File: src/rtl/wmc_pkg.sv
package wmc_pkg;
   typedef enum logic [1:0] {
      PH_IDLE  = 2'd0,
      PH_SENSE = 2'd1,
      PH_DRIVE = 2'd2
   } phase_t;
endpackage

File: src/rtl/wmc_line_decode.sv
module wmc_line_decode #(
   parameter int  SEL_BITS    = 6,
   parameter bit  IDLE_ACTIVE = 1'b0
) (
   input  logic                       en,
   input  logic [SEL_BITS-1:0]        idx,
   output logic [(1<<SEL_BITS)-1:0]   lines
);
   localparam int LINES = 1 << SEL_BITS;

   if (SEL_BITS < 1) begin : g_bad_width
      $error("wmc_line_decode: SEL_BITS must be at least 1");
   end

   for (genvar i = 0; i < LINES; i++) begin : g_line
      logic hit;
      assign hit = en && (idx == SEL_BITS'(i));
      if (IDLE_ACTIVE) begin : g_idle_high
         assign lines[i] = ~hit;
      end else begin : g_idle_low
         assign lines[i] = hit;
      end
   end
endmodule

File: src/rtl/wmc_bit_lane.sv
module wmc_bit_lane (
   input  logic clk,
   input  logic rst_n,
   input  logic accept,
   input  logic load_en,
   input  logic load_val,
   input  logic sample_en,
   input  logic is_read,
   input  logic pos,
   input  logic neg,
   input  logic drive_en,
   output logic seen_nx,
   output logic val,
   output logic b_one,
   output logic b_zero
);
   logic seen;
   logic rsp;

   assign rsp     = sample_en && (pos ^ neg);
   assign seen_nx = seen || rsp;

   always_ff @(posedge clk) begin
      if (!rst_n) begin
         seen <= 1'b0;
         val  <= 1'b0;
      end else if (accept) begin
         seen <= 1'b0;
         val  <= load_en ? load_val : 1'b0;
      end else if (rsp && !seen) begin
         seen <= 1'b1;
         if (is_read) val <= pos;
      end
   end

   assign b_one  = drive_en && val;
   assign b_zero = drive_en && !val;

   // a captured bit ignores later responses
   p_first_rsp_wins_r4: assert property (@(posedge clk) disable iff (!rst_n)
      (seen && sample_en) |=> $stable(val));
   // a response, once seen, stays recorded until the next access
   p_seen_holds_r4: assert property (@(posedge clk) disable iff (!rst_n)
      (seen && !accept) |=> seen);
   // a store keeps its word through the sense window
   p_store_word_kept_r9: assert property (@(posedge clk) disable iff (!rst_n)
      (sample_en && !is_read) |=> $stable(val));
endmodule

File: src/rtl/wmc_sequencer.sv
module wmc_sequencer
   import wmc_pkg::*;
#(
   parameter int TMO_W          = 8,
   parameter int RESTORE_CYCLES = 2
) (
   input  logic             clk,
   input  logic             rst_n,
   input  logic             start,
   input  logic             all_seen,
   input  logic [TMO_W-1:0] timeout_lim,
   output logic             accept,
   output logic             sense_en,
   output logic             drive_en,
   output logic             busy,
   output logic             done,
   output logic             err
);
   localparam int RC_W = (RESTORE_CYCLES > 1) ? $clog2(RESTORE_CYCLES) : 1;
   localparam logic [RC_W-1:0] RC_LAST = RC_W'(RESTORE_CYCLES - 1);

   if (RESTORE_CYCLES < 1) begin : g_bad_restore
      $error("wmc_sequencer: RESTORE_CYCLES must be at least 1");
   end
   if (TMO_W < 1) begin : g_bad_tmo
      $error("wmc_sequencer: TMO_W must be at least 1");
   end

   phase_t           ph;
   logic [TMO_W-1:0] wait_cnt;
   logic [RC_W-1:0]  drv_cnt;
   logic             window_last;
   logic             drv_last;

   assign window_last = ((TMO_W+1)'(wait_cnt) + (TMO_W+1)'(1)) >= (TMO_W+1)'(timeout_lim);
   assign drv_last    = (drv_cnt == RC_LAST);

   assign accept   = (ph == PH_IDLE) && start;
   assign sense_en = (ph == PH_SENSE);
   assign drive_en = (ph == PH_DRIVE);
   assign busy     = (ph != PH_IDLE);

   always_ff @(posedge clk) begin
      if (!rst_n) begin
         ph       <= PH_IDLE;
         wait_cnt <= '0;
         drv_cnt  <= '0;
         done     <= 1'b0;
         err      <= 1'b0;
      end else begin
         done <= 1'b0;
         unique case (ph)
            PH_IDLE: begin
               if (start) begin
                  ph       <= PH_SENSE;
                  wait_cnt <= '0;
                  err      <= 1'b0;
               end
            end
            PH_SENSE: begin
               if (all_seen) begin
                  ph      <= PH_DRIVE;
                  drv_cnt <= '0;
               end else if (window_last) begin
                  ph      <= PH_DRIVE;
                  drv_cnt <= '0;
                  err     <= 1'b1;
               end else begin
                  wait_cnt <= wait_cnt + 1'b1;
               end
            end
            PH_DRIVE: begin
               if (drv_last) begin
                  ph   <= PH_IDLE;
                  done <= 1'b1;
               end else begin
                  drv_cnt <= drv_cnt + 1'b1;
               end
            end
            default: ph <= PH_IDLE;
         endcase
      end
   end

   p_done_pulse_r10: assert property (@(posedge clk) disable iff (!rst_n)
      done |=> !done);
   p_done_with_idle_r10: assert property (@(posedge clk) disable iff (!rst_n)
      done |-> !busy);
   p_err_from_window_r6: assert property (@(posedge clk) disable iff (!rst_n)
      $rose(err) |-> $past(ph == PH_SENSE));
   p_no_restart_at_end_r2: assert property (@(posedge clk) disable iff (!rst_n)
      (drive_en && drv_last && start) |=> !busy);
endmodule

File: src/rtl/wordmem_cycle_ctrl.sv
module wordmem_cycle_ctrl #(
   parameter int X_BITS         = 6,
   parameter int Y_BITS         = 6,
   parameter int WORD_W         = 50,
   parameter int TMO_W          = 8,
   parameter int RESTORE_CYCLES = 2
) (
   input  logic                         clk,
   input  logic                         rst_n,
   input  logic                         start,
   input  logic [X_BITS+Y_BITS-1:0]     addr,
   input  logic                         store,
   input  logic [WORD_W-1:0]            wdata,
   input  logic [TMO_W-1:0]             timeout_lim,
   input  logic [WORD_W-1:0]            sense_one,
   input  logic [WORD_W-1:0]            sense_zero,
   output logic                         strobe,
   output logic [(1<<X_BITS)-1:0]       x_sel,
   output logic [(1<<Y_BITS)-1:0]       y_sel,
   output logic [WORD_W-1:0]            drv_one,
   output logic [WORD_W-1:0]            drv_zero,
   output logic [WORD_W-1:0]            rdata,
   output logic                         busy,
   output logic                         done,
   output logic                         err
);
   localparam int ADDR_W = X_BITS + Y_BITS;

   if (WORD_W < 1) begin : g_bad_word
      $error("wordmem_cycle_ctrl: WORD_W must be at least 1");
   end

   logic              accept;
   logic              sense_en;
   logic              drive_en;
   logic              all_seen;
   logic [ADDR_W-1:0] addr_q;
   logic              store_q;
   logic [WORD_W-1:0] seen_nx;

   always_ff @(posedge clk) begin
      if (!rst_n) begin
         addr_q  <= '0;
         store_q <= 1'b0;
      end else if (accept) begin
         addr_q  <= addr;
         store_q <= store;
      end
   end

   wmc_sequencer #(
      .TMO_W          (TMO_W),
      .RESTORE_CYCLES (RESTORE_CYCLES)
   ) i_seq (
      .clk         (clk),
      .rst_n       (rst_n),
      .start       (start),
      .all_seen    (all_seen),
      .timeout_lim (timeout_lim),
      .accept      (accept),
      .sense_en    (sense_en),
      .drive_en    (drive_en),
      .busy        (busy),
      .done        (done),
      .err         (err)
   );

   assign strobe = sense_en;

   wmc_line_decode #(.SEL_BITS(X_BITS), .IDLE_ACTIVE(1'b0)) i_xdec (
      .en    (sense_en),
      .idx   (addr_q[ADDR_W-1:Y_BITS]),
      .lines (x_sel)
   );

   wmc_line_decode #(.SEL_BITS(Y_BITS), .IDLE_ACTIVE(1'b1)) i_ydec (
      .en    (sense_en),
      .idx   (addr_q[Y_BITS-1:0]),
      .lines (y_sel)
   );

   for (genvar b = 0; b < WORD_W; b++) begin : g_lane
      wmc_bit_lane i_lane (
         .clk       (clk),
         .rst_n     (rst_n),
         .accept    (accept),
         .load_en   (store),
         .load_val  (wdata[b]),
         .sample_en (sense_en),
         .is_read   (!store_q),
         .pos       (sense_one[b]),
         .neg       (sense_zero[b]),
         .drive_en  (drive_en),
         .seen_nx   (seen_nx[b]),
         .val       (rdata[b]),
         .b_one     (drv_one[b]),
         .b_zero    (drv_zero[b])
      );
   end

   assign all_seen = &seen_nx;

   p_x_single_r3: assert property (@(posedge clk) disable iff (!rst_n)
      $onehot0(x_sel));
   p_y_single_low_r3: assert property (@(posedge clk) disable iff (!rst_n)
      $countones(~y_sel) <= 1);
   p_select_in_window_r3: assert property (@(posedge clk) disable iff (!rst_n)
      (x_sel != '0) |-> strobe);
   p_busy_start_hold_r2: assert property (@(posedge clk) disable iff (!rst_n)
      (strobe && start) |=> (!strobe || ($stable(x_sel) && $stable(y_sel))));
   p_lines_quiet_idle_r7: assert property (@(posedge clk) disable iff (!rst_n)
      !busy |-> (drv_one == '0 && drv_zero == '0));
   p_lines_disjoint_r7: assert property (@(posedge clk) disable iff (!rst_n)
      (drv_one & drv_zero) == '0);
endmodule

File: config.mk
export PLATFORM = sky130hd
export DESIGN_NAME = wordmem_cycle_ctrl
export DESIGN_NICKNAME = d
export VERILOG_FILES = /design/src/rtl/wmc_pkg.sv /design/src/rtl/wmc_line_decode.sv /design/src/rtl/wmc_bit_lane.sv /design/src/rtl/wmc_sequencer.sv /design/src/rtl/wordmem_cycle_ctrl.sv
export SDC_FILE = /design/constraint.sdc
export NUM_CORES = 1
export LEC_CHECK = 0
export BUFFER_PORTS_ARGS = -buffer_cell sky130_fd_sc_hd__buf_2
export CAP_MARGIN = 10
export CORE_AREA = 10 10 169 171
export CTS_CLUSTER_DIAMETER = 30
export DETAILED_ROUTE_END_ITERATION = 16
export DIE_AREA = 0 0 179 181
export GPL_ROUTABILITY_DRIVEN = 0
export HOLD_SLACK_MARGIN = 0.1
export PLACE_DENSITY = 0.64
export SLEW_MARGIN = 30
export SYNTH_ARGS = -nofsm -noshare
export SYNTH_HDL_FRONTEND = slang
export SYNTH_SLANG_ARGS = --single-unit
File: constraint.sdc
create_clock -name clk -period 4.2 [get_ports clk]
set_clock_uncertainty 0.15 [all_clocks]
set_input_delay 0.63 -clock clk [delete_from_list [all_inputs] [get_ports clk]]
set_output_delay 0.63 -clock clk [all_outputs]
set_load 0.02 [all_outputs]
==> results by group <==
Logic synthesis
  • Mux share of post-synthesis cell area: 0.320%
  • Number of synthesized flops with an enable pin: 0
  • Register area share after synthesis: 26.9%
  • Register bit total from synthesis: 126
  • Simple-gate area share of the yosys netlist: 26.9%
  • Syn Area/Cell: 6.94 sq um
  • Netlist cell types: 41
  • YS warnings: 0
  • Post-synth top flop: dfxtp_1
  • Synth Net Count: 1535
  • Async SR Flop Fraction: 0%
  • XOR/XNOR share of the synthesized area: 5.23%
  • Largest family of logic cells by synthesized area: simple AND/OR/NAND/NOR gates
  • Synthesized area: 9380 sq um
  • Post-synthesis adder-cell area fraction: 1.20%
  • Synth Instances: 1352
  • Synth Area in Compound Gates: 18.4%

Power
  • Pwr Density: 321 nW/um^2
  • Maximum VDD drop: 246 uV
  • Leak pwr: 5.14 nW
  • Total Power Consumption: 3.47 mW

Die
  • Core ar.: 25000 sq um
  • Die Span Y: 181 um
  • Initial Util: 37.5%
  • Die width: 179 um
  • I/O pins: 456
  • Rows: 58
  • Die Area: 32400 sq um

Drt
  • 1st-pass router iterations: 5
  • Final wirelength: 38400 um
  • Total number of vias: 9595
  • Remaining DRCs: 0
  • Via density: 5.07
  • Post-DRT Antenna Nets: 0
  • Routed len/inst: 20.3 um
  • Initial DRC Count: 457

STA
  • Hold slack: 0.319 ns
  • Finish-stage setup viols: 0
  • Post-route clock period utilization: 85.6%
  • RSZ-0062 raised after global routing: false
  • Max Slew Vio Count: 0
  • TNS Setup: 0 ns
  • Slew HR: 30.4%
  • Fin. Hold Viols: 0
  • Final worst path period need: 3.59 ns
  • Fmax: 278 MHz
  • Worst-margin pin slew: 1.03 ns

Worst hold path
  • Hold EP: addr_q[9]
  • Critical hold path startpoint: addr[9]
  • Hold path depth: 3
  • Worst min path class: in -> reg

Clock tree
  • CTS Hold Bufs: 0
  • Clk Latency, worst-skew pair: 0.42 ns
  • CTS resizes: 0
  • Total CTS buffers: 17
  • CTS clock-pin slew for the worst setup and hold paths: 0.06 ns
  • Max clock buf depth: 2
  • H-Tree Depth: 4
  • CTS tree: done
  • Post-CTS setup buffer count: 0
  • Root buffer cell: clkbuf_16
  • Sink Count: 126

Placed design
  • I/O Buffers: 455
  • Placed Cells incl. Taps: 1860
  • DP Wirelength: 30200 um

Global routing
  • Vias in the first global route: 9573
  • Total gr overflow: 0
  • GR Util All Layers: 22.5%
  • Initial antenna violation count: 4
  • Largest net degree at the start of global routing: 73
  • Global-route wire length before repair: 56300 um

Final layout
  • Final Util: 43.3%
  • Nets: 1732
  • Most frequent cells in the layout: buf_2, nor2_1, nand2_1
  • Most common cell after layout, fill and taps aside: buf_2
  • Layout cells sized above 1: 32.5%
  • Final Non-Filler Cells: 1893
  • Area grow syn2layout: 15.6%

Run
  • Max_cap viols: 0

Setup path
  • Crit path launch type: flop
  • CP Data Arrival Time: 3.79 ns
  • Critical Path RT: 4.39 ns
  • FF-to-FF End: i_seq.wait_cnt[7]
  • Crit-path max FO: 6
  • Crit end category: flop
  • RR Startpoint: i_seq.wait_cnt[0]
  • R2r worst-path depth: 10
  • R2R setup slack: 0.61 ns
  • Kind of critical path: reg -> reg

Status
  • Status: finished clean
[kinds of logic after synthesis]
family | Yosys count
multiplexers | 3
XOR/XNOR | 56
buffers and inverters | 300
adder cells (fa/ha/maj) | 9
AO/OA/AOI/OAI | 281
AND/OR/NAND/NOR | 577
flip-flops | 126
[sequential cells by signal (all words and copies together), names as in the netlist, 2 cells and up]
register,cells
i_seq.wait_cnt,8
i_seq.ph,2
g_lane.i_lane.seen,50
g_lane.i_lane.val,50
addr_q,12
[report_power, final]
group	internal (mW)	leakage, nW	switching (mW)	total (mW)
clock network	0.840	0.271	0.620	1.46
logic	0.234	3.84	0.427	0.661
registers	1.26	1.03	0.0895	1.35
[synthesized netlist by cell type (2+ instances only)]
library cell | number | area, sq um
xor2_1 | 54 | 473
nand4_1 | 3 | 18.8
nand3b_1 | 2 | 15.0
mux2i_1 | 3 | 30.0
buf_1 | 12 | 45.0
nor4_1 | 13 | 81.3
a21boi_0 | 55 | 413
nand2b_1 | 6 | 37.5
nand3_1 | 60 | 300
nor2b_1 | 13 | 81.3
and3_1 | 5 | 31.3
buf_2 | 2 | 10.0
a41oi_1 | 3 | 26.3
o21a_1 | 4 | 30.0
buf_4 | 215 | 1610
buf_6 | 3 | 33.8
clkbuf_1 | 55 | 206
nand2_1 | 168 | 631
dfxtp_1 | 126 | 2520
nor3b_1 | 2 | 15.0
o31ai_1 | 43 | 323
xnor2_1 | 2 | 17.5
nor3_1 | 16 | 80.1
inv_1 | 11 | 41.3
ha_1 | 9 | 113
a21oi_1 | 108 | 541
o21ai_0 | 55 | 275
a31oi_1 | 8 | 50.1
and2_1 | 53 | 332
nor2_1 | 232 | 871
[how the worst max path moves through the flow]
stage	startpoint	to	slack [ns]	cells past startpoint
CTS	i_seq.ph[0]	x_sel[30]	0.63	5
floorplan	i_seq.wait_cnt[0]	i_seq.wait_cnt[1]	1.07	10
finish	i_seq.wait_cnt[0]	i_seq.wait_cnt[7]	0.61	10
global route	i_seq.wait_cnt[0]	i_seq.wait_cnt[7]	0.32	10
global placement	i_seq.wait_cnt[0]	i_seq.wait_cnt[1]	0.70	10
detailed placement	i_seq.wait_cnt[0]	i_seq.wait_cnt[7]	0.66	10
[layout make-up]
cell class              count  area, sq um
multi-input cells         926         4900
flip-flops and latches    126         2520
clock buffers              18          439
clock inverters            13          128
diodes                      2         5.00
well taps                 330          413
repair buffers            466         2380
fillers                  2645        14200
inverters                  12         50.0
[worst max-delay path: stages, from the launching register on]
cell      delay (ns)
dfxtp_1         0.39
ha_1            0.25
and3_1          0.27
and3_1          0.26
xor2_1          0.09
ha_1            0.19
a2111o_1        0.40
o31ai_1         0.61
and2_0          0.41
and3_1          0.31
mux2i_1         0.20
[routing by layer]
layer	part of all wire [%]	GRT usage (%)	routed length, um
met5	0.070	0	27
met4	2.5	6.68	952
met3	10	8.32	3830
met2	51	41.0	19500
met1	37	23.2	14000
[through the flow]
step	setup slack, ns	instance area [sq um]
2_1_floorplan	1.07	9380
3_3_place_gp	0.695	10200
3_5_place_dp	0.660	10300
4_1_cts	0.632	10800
5_1_grt	0.324	10800
6_report	0.606	10800
(Power assumes the default switching activity.)
